==> src/rtl/bfm_pkg.sv <==
package bfm_pkg;
   typedef enum logic [1:0] {
      SZ_BYTE = 2'd0,
      SZ_HALF = 2'd1,
      SZ_WORD = 2'd2,
      SZ_RSVD = 2'd3
   } acc_size_e;

   localparam int NUM_RULES = 5;
   typedef enum int {
      RULE_BUF  = 0,
      RULE_CODE = 1,
      RULE_SUB  = 2,
      RULE_ALGN = 3,
      RULE_MAC  = 4
   } rule_e;
endpackage

==> src/rtl/bfm_window.sv <==
module bfm_window #(
   parameter int          AW = 32,
   parameter logic [AW-1:0] LO = '0,
   parameter logic [AW-1:0] HI = '1
) (
   input  logic [AW-1:0] addr,
   output logic          hit
);
   if (LO > HI) begin : g_bad
      $error("bfm_window: LO above HI");
   end
   always_comb hit = (addr >= LO) && (addr <= HI);
endmodule

==> src/rtl/bfm_rules.sv <==
module bfm_rules #(
   parameter int          AW       = 32,
   parameter logic [AW-1:0] PER_LO = 32'hE000_0000,
   parameter logic [AW-1:0] PER_HI = 32'hEFFF_FFFF,
   parameter logic [AW-1:0] MAC_LO = 32'hE001_0800,
   parameter logic [AW-1:0] MAC_HI = 32'hE001_FFFF,
   parameter logic [AW-1:0] BUF_LO = 32'hE004_0000,
   parameter logic [AW-1:0] BUF_HI = 32'hE004_07FF
) (
   input  logic                         clk,
   input  logic                         rst_n,
   input  logic                         valid,
   input  logic [AW-1:0]                addr,
   input  logic [1:0]                   size,
   input  logic                         write,
   input  logic                         fetch,
   input  logic                         phy_on,
   output logic [bfm_pkg::NUM_RULES-1:0] fault
);
   import bfm_pkg::*;
   localparam int NWIN = 3;
   localparam logic [NWIN-1:0][AW-1:0] WLO = {BUF_LO, MAC_LO, PER_LO};
   localparam logic [NWIN-1:0][AW-1:0] WHI = {BUF_HI, MAC_HI, PER_HI};

   logic [NWIN-1:0] win;

   for (genvar w = 0; w < NWIN; w++) begin : g_win
      bfm_window #(.AW(AW), .LO(WLO[w]), .HI(WHI[w])) u_win (
         .addr (addr),
         .hit  (win[w])
      );
   end

   logic is_sub, misal;
   always_comb begin
      is_sub = (size == SZ_BYTE) || (size == SZ_HALF);
      unique case (size)
         SZ_BYTE: misal = 1'b0;
         SZ_HALF: misal = addr[0];
         default: misal = |addr[1:0];
      endcase
      fault            = '0;
      fault[RULE_MAC]  = valid && win[1] && !phy_on;
      fault[RULE_ALGN] = valid && misal;
      fault[RULE_SUB]  = valid && win[0] && is_sub;
      fault[RULE_CODE] = valid && win[0] && fetch;
      fault[RULE_BUF]  = valid && win[2] && !write;
   end

   AST_BUF_WRITE_OK: assert property (@(posedge clk) disable iff (!rst_n)
      (write |-> !fault[RULE_BUF]));
   AST_IDLE_QUIET: assert property (@(posedge clk) disable iff (!rst_n)
      (!valid |-> fault == '0));
   AST_BYTE_ALIGNED: assert property (@(posedge clk) disable iff (!rst_n)
      (size == SZ_BYTE |-> !fault[RULE_ALGN]));
endmodule

==> src/rtl/bfm_status.sv <==
module bfm_status #(
   parameter int          SW   = 16,
   parameter int          NR   = 5,
   parameter int          POS [NR] = '{9, 10, 12, 13, 15}
) (
   input  logic          clk,
   input  logic          rst_n,
   input  logic [NR-1:0] fault,
   input  logic          clr_we,
   input  logic [SW-1:0] clr_mask,
   output logic [SW-1:0] status_q,
   output logic          pulse_q
);
   logic [SW-1:0] set_vec;

   always_comb begin
      set_vec = '0;
      for (int r = 0; r < NR; r++) set_vec[POS[r]] = fault[r];
   end

   for (genvar r = 0; r < NR; r++) begin : g_chk
      if (POS[r] >= SW) begin : g_range
         $error("bfm_status: bit position outside register");
      end
      for (genvar k = r + 1; k < NR; k++) begin : g_dup
         if (POS[r] == POS[k]) begin : g_clash
            $error("bfm_status: two rules share a bit");
         end
      end
   end

   for (genvar b = 0; b < SW; b++) begin : g_bit
      logic used;
      always_comb begin
         used = 1'b0;
         for (int r = 0; r < NR; r++) if (POS[r] == b) used = 1'b1;
      end
      if (1) begin : g_ff
         always_ff @(posedge clk or negedge rst_n) begin
            if (!rst_n)                       status_q[b] <= 1'b0;
            else if (used && set_vec[b])      status_q[b] <= 1'b1;
            else if (clr_we && clr_mask[b])   status_q[b] <= 1'b0;
         end
      end
   end

   always_ff @(posedge clk or negedge rst_n) begin
      if (!rst_n) pulse_q <= 1'b0;
      else        pulse_q <= |fault;
   end

   AST_SET_WINS: assert property (@(posedge clk) disable iff (!rst_n)
      (set_vec != '0 |=> (status_q & $past(set_vec)) == $past(set_vec)));
   AST_NO_SPURIOUS_SET: assert property (@(posedge clk) disable iff (!rst_n)
      (1'b1 |=> (status_q & ~$past(status_q) & ~$past(set_vec)) == '0));
   AST_PULSE_HAS_STATUS: assert property (@(posedge clk) disable iff (!rst_n)
      (pulse_q |-> status_q != '0));
endmodule

==> src/rtl/bus_fault_monitor.sv <==
module bus_fault_monitor #(
   parameter int AW = 32,
   parameter int SW = 16
) (
   input  logic          clk,
   input  logic          rst_n,
   input  logic          acc_valid,
   input  logic [31:0]   acc_addr,
   input  logic [1:0]    acc_size,
   input  logic          acc_write,
   input  logic          acc_fetch,
   input  logic          phy_clk_on,
   input  logic          clr_we,
   input  logic [15:0]   clr_mask,
   output logic [15:0]   status_q,
   output logic          err_pulse
);
   import bfm_pkg::*;
   if (AW != 32 || SW != 16) begin : g_cfg
      $error("bus_fault_monitor: port widths are fixed at 32/16");
   end

   localparam int BIT_POS [NUM_RULES] = '{9, 10, 12, 13, 15};
   localparam logic [SW-1:0] USED = 16'hB600;

   logic [NUM_RULES-1:0] fault;

   bfm_rules #(.AW(AW)) u_rules (
      .clk    (clk),
      .rst_n  (rst_n),
      .valid  (acc_valid),
      .addr   (acc_addr),
      .size   (acc_size),
      .write  (acc_write),
      .fetch  (acc_fetch),
      .phy_on (phy_clk_on),
      .fault  (fault)
   );

   bfm_status #(.SW(SW), .NR(NUM_RULES), .POS(BIT_POS)) u_stat (
      .clk      (clk),
      .rst_n    (rst_n),
      .fault    (fault),
      .clr_we   (clr_we),
      .clr_mask (clr_mask),
      .status_q (status_q),
      .pulse_q  (err_pulse)
   );

   AST_UNUSED_ZERO: assert property (@(posedge clk) disable iff (!rst_n)
      ((status_q & ~USED) == '0));
   AST_PULSE_ONE_CYCLE: assert property (@(posedge clk) disable iff (!rst_n)
      (err_pulse && !$past(acc_valid) |=> 1'b0 || !err_pulse));
   AST_PULSE_NEEDS_ACCESS: assert property (@(posedge clk) disable iff (!rst_n)
      (!acc_valid |=> !err_pulse));
endmodule

==> config.mk <==
export PLATFORM = sky130hd
export DESIGN_NAME = bus_fault_monitor
export DESIGN_NICKNAME = d
export VERILOG_FILES = /design/src/rtl/bfm_pkg.sv /design/src/rtl/bfm_window.sv /design/src/rtl/bfm_rules.sv /design/src/rtl/bfm_status.sv /design/src/rtl/bus_fault_monitor.sv
export SDC_FILE = /design/constraint.sdc
export NUM_CORES = 1
export LEC_CHECK = 0
export ABC_AREA = 1
export BUFFER_PORTS_ARGS = -buffer_cell sky130_fd_sc_hd__buf_2
export CORE_MARGIN = 8
export CORE_UTILIZATION = 32
export DETAILED_ROUTE_END_ITERATION = 10
export HOLD_SLACK_MARGIN = 0.08
export PLACE_DENSITY_LB_ADDON = 0.2
export SLEW_MARGIN = 20
export SYNTH_ARGS = -nofsm -noshare
export SYNTH_HDL_FRONTEND = slang
export SYNTH_HIERARCHICAL = 1
export SYNTH_SLANG_ARGS = --single-unit
==> constraint.sdc <==
create_clock -name clk -period 0.8 [get_ports clk]
set_input_delay 0.04 -clock clk [delete_from_list [all_inputs] [get_ports clk]]
set_output_delay 0.04 -clock clk [all_outputs]
set_load 0.005 [all_outputs]
==> impl_metrics.toml, run 1 <==
[setup_path]
crit_cells = 1
start_kind = "flip-flop"
worst-r2r-setup-slack_ns = 0.05
required_ns = 0.76
worstPathCellList = "buf_2"
worstReg2RegEnd = "u_stat/status_q[10]"
crit_start = "u_stat/status_q[10]"
critPathMaxFanout = 2
slowest_stage = "dfrtp_1"
path_buf_inv = 1
rr_startpoint = "u_stat/status_q[10]"
crit_family = "flip-flops"
slowest_delay_ns = 0.39
endpoint_kind = "output port"
worstRegToRegCells = 3
critPathKind = "flip-flop to output port"
arrival_ns = 0.76
endpoint = "status_q[10]"

[final_layout]
final_util_pct = 53.4
fin_area_um2 = 932
drive_above_1_share_pct = 33.3
final_nets = 224
syn2layout_area_growth_pct = 56.5
diodes = 0

[yosys]
synth_edf_count = 0
async_reset_ff_share_pct = 100
synth.most_common_cell = "nand2_1"
synth-main-ff-cell = "dfrtp_1"
synthCells = 109
syn_area_um2 = 596
synth-warning-count = 6
yosys.area.top_type = "dfrtp_1"
synth_commonest_cells = "36 x nand2_1, 30 x nor2_1, 17 x inv_1, 11 x buf_4, 6 x dfrtp_1"
synth_top_area_share_pct = 25.2
synth_seq_cells = 6
syn_area_per_cell_um2 = 5.46
synth_cell_types = 12
ys_seq_area_share_pct = 25.2
synthTopCellsByArea = "dfrtp_1 25%, nand2_1 23%, nor2_1 19%, buf_4 14%, inv_1 11%"

[floorplanning]
core_mm2 = 0.00175
io-pin-count = 74
die_x_um = 59.1
die_area_mm2 = 0.00350
row_count = 15
fp.dieH_um = 59.1
initial_core_util_pct = 34.1

[routing]
viasPerCell = 3.93
dr_wl_met3_um = 180
drc = 0
num_vias = 746
antenna_left = 0
routed_wl_um = 1920
drtIter0Drc = 18
wl_per_cell_um = 10.1
dr.pass1.iters = 4
routed.top_layer = "met4"
drt-met1-wl_um = 678
met2_length_um = 1040

[timing]
final-hold-violation-count = 0
rsz0062_at_grt = "yes"
timing.fmax_mhz = 1250
period_needed_ns = 0.799
setup_tns_ns = 0
hold_slack_ns = 0.0873
setup_viol = 0
slew_viol_final = 0
skew_ns = 0
fin_crit_sh_pct = 99.9

[place]
placed_area_um2 = 815
place.gp.congestion = 0.812
place.port_buffers = 42
dp_hpwl_um = 1580

[clock_network]
cts_tree = "yes"
cts_buffers = 3
clkTransAtPathRegs_ns = 0.04
clkLatencyLatePin_ns = 0.24
htreeDepth = 1
cts_buffer_depth = 2
cts_root_buf = "clkbuf_4"
cts_sinks = 6

[grt]
grt_pass1_vias = 812
grt_overflow = 0
grt_max_degree = 7
antenna_found_initial = 0
grt_pass1_wl_um = 3080
grt_usage_pct = 11.1

[job]
cap_violations = 0

[worst_hold_path]
hp-class = "primary input to flip-flop"

[power_and_ir_drop]
max-vdd-ir-drop_mv = 0.361
power.density_mw_per_mm2 = 934
power_uw = 871
p_leak_uw = 0.000567

[status]
status = "finished clean"
[layer usage]
layer  up-vias  global-route usage, %
met1       308                   9.35
met3         2                   4.34
met5         -                      0
met4         0                   5.12
li1        405                      -
met2        31                   22.0
[layout make-up]
cell class	count	area, µm²
tap	25	31.3
inverter	17	63.8
timing repair buffer	54	320
fill	194	813
multi-input combinational	85	344
sequential	6	150
clock buffer	3	22.5
[kinds of logic after synthesis]
group | count (synthesis) | share of synthesized area, %
AND/OR/NAND/NOR | 72 | 47.9
buffers and inverters | 28 | 24.6
flip-flops | 6 | 25.2
AO/OA/AOI/OAI | 2 | 1.68
other | 1 | 0.630
[state kept, by name (all words and copies together), names as in the netlist]
name / flops
u_stat/pulse_q: 1
u_stat/status_q: 5
[how the worst min path moves through the flow]
stage / to / start / slack, ns / cells after the start
5_1_grt: u_stat/status_q[12] / acc_size[1] / 0.12 / 4
3_3_place_gp: u_stat/status_q[13] / rst_n / -0.14 / 1
4_1_cts: u_stat/status_q[12] / acc_size[1] / 0.08 / 4
3_5_place_dp: u_stat/status_q[13] / rst_n / -0.13 / 1
6_report: u_stat/status_q[12] / acc_size[1] / 0.09 / 4
2_1_floorplan: u_stat/pulse_q / rst_n / -0.26 / 0
[power by group]
part | switching (µW) | leakage [µW] | internal (µW) | total, µW
sequential | 7.04 | 0.0000797 | 320 | 327
clock | 97.6 | 0.0000138 | 169 | 266
combinational | 132 | 0.000474 | 145 | 277
[tightest hold or removal path, cell delays in order]
cell	delay [ns]
buf_2	0.10
nor2_1	0.06
inv_1	0.05
nand2_1	0.04
[layout by cell type, fill, tap and decap left out]
cell type,instances
dlygate4sd3_1,8
nand3_1,1
nand3b_1,1
dfrtp_1,6
nand4_1,1
buf_4,4
clkbuf_4,3
a21oi_1,1
o21ai_1,1
nor2_2,6
buf_2,42
conb_1,11
nor2_1,27
inv_1,17
nand2_1,36
[through the flow]
stage          setup slack (ns)  std cells
2_1_floorplan            0.0722        119
3_3_place_gp             -0.104        178
3_5_place_dp             -0.153        178
4_1_cts                 -0.0141        189
5_1_grt                 -0.0138        190
6_report               0.000929        190
[repair_timing]
action                     in CTS  in global routing
hold endpoints to repair       11                  0
resized for setup               0                  3
pin swaps                       0                  1
setup buffers                   0                  1
hold buffers                    8                  0
setup endpoints to repair       1                  4
Power figures use the tool's default switching activity.
==> inputs of run 2 (changes only) <==
Settings changed: SYNTH_HIERARCHICAL 1 to not set.
==> run 2 against run 1 <==
Cell count up 6.8%. Clock skew is the same. Global-route usage is 0.63 points lower. Combinational power increased by 5%. Hold slack improved by 0.019 ns. Synthesized cell count rose by 3.7%. Sequential share of layout area shrank 0.80 points. Sequential cell count unchanged. Critical path type unchanged. Highest routed layer is now met3.
==> impl_metrics.toml, run 2 <==
[status]
status = "finished clean"

[setup_path]
crit_family = "flip-flops"
critPathKind = "flip-flop to output port"
arrival_ns = 0.73
worstRegToRegCells = 2
slowest_stage = "dfrtp_1"
worst-r2r-setup-slack_ns = 0.20
endpoint_kind = "output port"
worstPathCellList = "buf_2"
rr_startpoint = "u_stat.status_q[12]"
worstReg2RegEnd = "u_stat.status_q[12]"
required_ns = 0.76
path_buf_inv = 1
critPathMaxFanout = 2
crit_start = "u_stat.status_q[15]"
endpoint = "status_q[15]"
start_kind = "flip-flop"
crit_cells = 1
slowest_delay_ns = 0.36

[grt]
grt_max_degree = 7
antenna_found_initial = 0
grt_overflow = 0
grt_pass1_wl_um = 3010
grt_pass1_vias = 810
grt_usage_pct = 10.5

[final_layout]
seq_area_um2 = 150
top_regs = "u_stat.status_q: 5 flops, u_stat.pulse_q: 1 flops"
syn2layout_area_growth_pct = 57.7
nFillCells = 209
drive_above_1_share_pct = 34.1
diodes = 0
stdcell_count = 203
largest_register_ffs = 5
multiInputGateArea_um2 = 363
mostFrequentLayoutCells = "51 x buf_2, 40 x nand2_1, 22 x nor2_1"
regMostFlops = "u_stat.status_q"
final_common_cell = "buf_2"
final_nets = 235

[place]
place_inst = 193
dp_hpwl_um = 1690
place.gp.congestion = 0.807
place.port_buffers = 51

[routing]
drt-met1-wl_um = 712
dr_wl_met3_um = 162
drc = 0
viasPerCell = 3.87
drtIter0Drc = 16
met2_length_um = 1000
wl_per_cell_um = 9.24
routed.top_layer = "met3"
routed_wl_um = 1880
num_vias = 785
dr.pass1.iters = 4
antenna_left = 0

[yosys]
ys_seq_area_share_pct = 24.1
synth_commonest_cells = "40 x nand2_1, 22 x nor2_1, 17 x inv_1, 11 x buf_4, 8 x nand3_1"
synth.most_common_cell = "nand2_1"
syn_area_um2 = 622
synthTopCellsByArea = "dfrtp_1 24%, nand2_1 24%, buf_4 13%, nor2_1 13%, inv_1 10%"
async_reset_ff_share_pct = 100
synth-main-ff-cell = "dfrtp_1"
yosys.area.top_type = "dfrtp_1"
syn_area_per_cell_um2 = 5.50
synth_seq_cells = 6
synth-warning-count = 0
synthCells = 113
synth_edf_count = 0
synth_cell_types = 13
synth_top_area_share_pct = 24.1

[power_and_ir_drop]
power.density_mw_per_mm2 = 900
max-vdd-ir-drop_mv = 0.300
power_uw = 883
p_leak_uw = 0.000623

[floorplanning]
die_area_mm2 = 0.00361
io-pin-count = 74
initial_core_util_pct = 32.7
row_count = 16
fp.dieH_um = 60.1
core_mm2 = 0.00190
die_x_um = 60.1

[clock_network]
htreeDepth = 1
postCtsSetupBuffers = 0
cts_root_buf = "clkbuf_4"
cts_sinks = 6
cts_buffer_depth = 2
cts_tree = "yes"
cts_buffers = 3
clkLatencyLatePin_ns = 0.24
clkTransAtPathRegs_ns = 0.04

[timing]
period_needed_ns = 0.768
slew_viol_final = 0
skew_ns = 0
timing.fmax_mhz = 1300
fin_crit_sh_pct = 96.0
rsz0062_at_grt = "no"
final-hold-violation-count = 0
setup_viol = 0

[worst_hold_path]
hp-class = "primary input to flip-flop"

[job]
cap_violations = 0
run 2: cells by family (layout without fill, tap and decap cells):
logic type	Yosys count	count (layout)	synth area share [%]
other	1	11	0.603
AND/OR/NAND/NOR	76	76	50.1
AO/OA/AOI/OAI	2	2	1.61
buffers and inverters	28	81	23.5
flip-flops	6	6	24.1
run 2: tightest hold or removal path, delay by kind of cell:
family | cells | cell delay, ns
buffers and inverters | 1 | 0.12
AND/OR/NAND/NOR | 3 | 0.14
run 2: how the worst min path moves through the flow:
stage	slack [ns]	endpoint	start	cells past startpoint
detailed placement	-0.13	u_stat.status_q[13]	rst_n	1
floorplan	-0.26	u_stat.pulse_q	rst_n	0
global route	0.14	u_stat.status_q[12]	clr_we	4
CTS	0.10	u_stat.status_q[13]	clr_we	4
global placement	-0.13	u_stat.status_q[13]	rst_n	1
finish	0.11	u_stat.status_q[13]	clr_we	4
run 2: area by class of cell:
| class | count | area share (%) |
|---|---|---|
| flip-flops and latches | 6 | 15.3 |
| well taps | 27 | 3.44 |
| inverters | 17 | 6.51 |
| repair buffers | 61 | 35.5 |
| multi-input cells | 89 | 37.0 |
| clock buffers | 3 | 2.30 |
run 2: layer usage:
layer / vias to the layer above / GRT usage, %
met4: 0 / 3.06
met1: 316 / 10.5
met5: - / 0
li1: 440 / -
met2: 29 / 20.2
met3: 0 / 3.01
run 2: metrics by stage:
stage,area [µm²],worst slack (ns),hold slack (ns),util [%],setup TNS (ns)
final,981,0.0320,0.106,51.6,0
after global routing,981,0.00109,0.136,51.6,0
after CTS,981,0.0207,0.105,51.6,0
after detailed placement,888,-0.0632,-0.131,46.7,-0.100
after global placement,888,-0.0643,-0.132,46.7,-0.0981
after floorplan,659,0.110,-0.256,-,0
run 2: timing repair:
| action | 4_1_cts | 5_1_grt |
|---|---|---|
| endpoints found under the hold margin | 11 | 0 |
| hold buffers | 7 | 0 |
| gates resized for setup | 0 | 0 |
run 2: report_power, final:
group	switching (µW)	internal [µW]	total (µW)
clock network	96.5	169	265
registers	5.14	320	325
logic	135	157	292
total	237	646	883
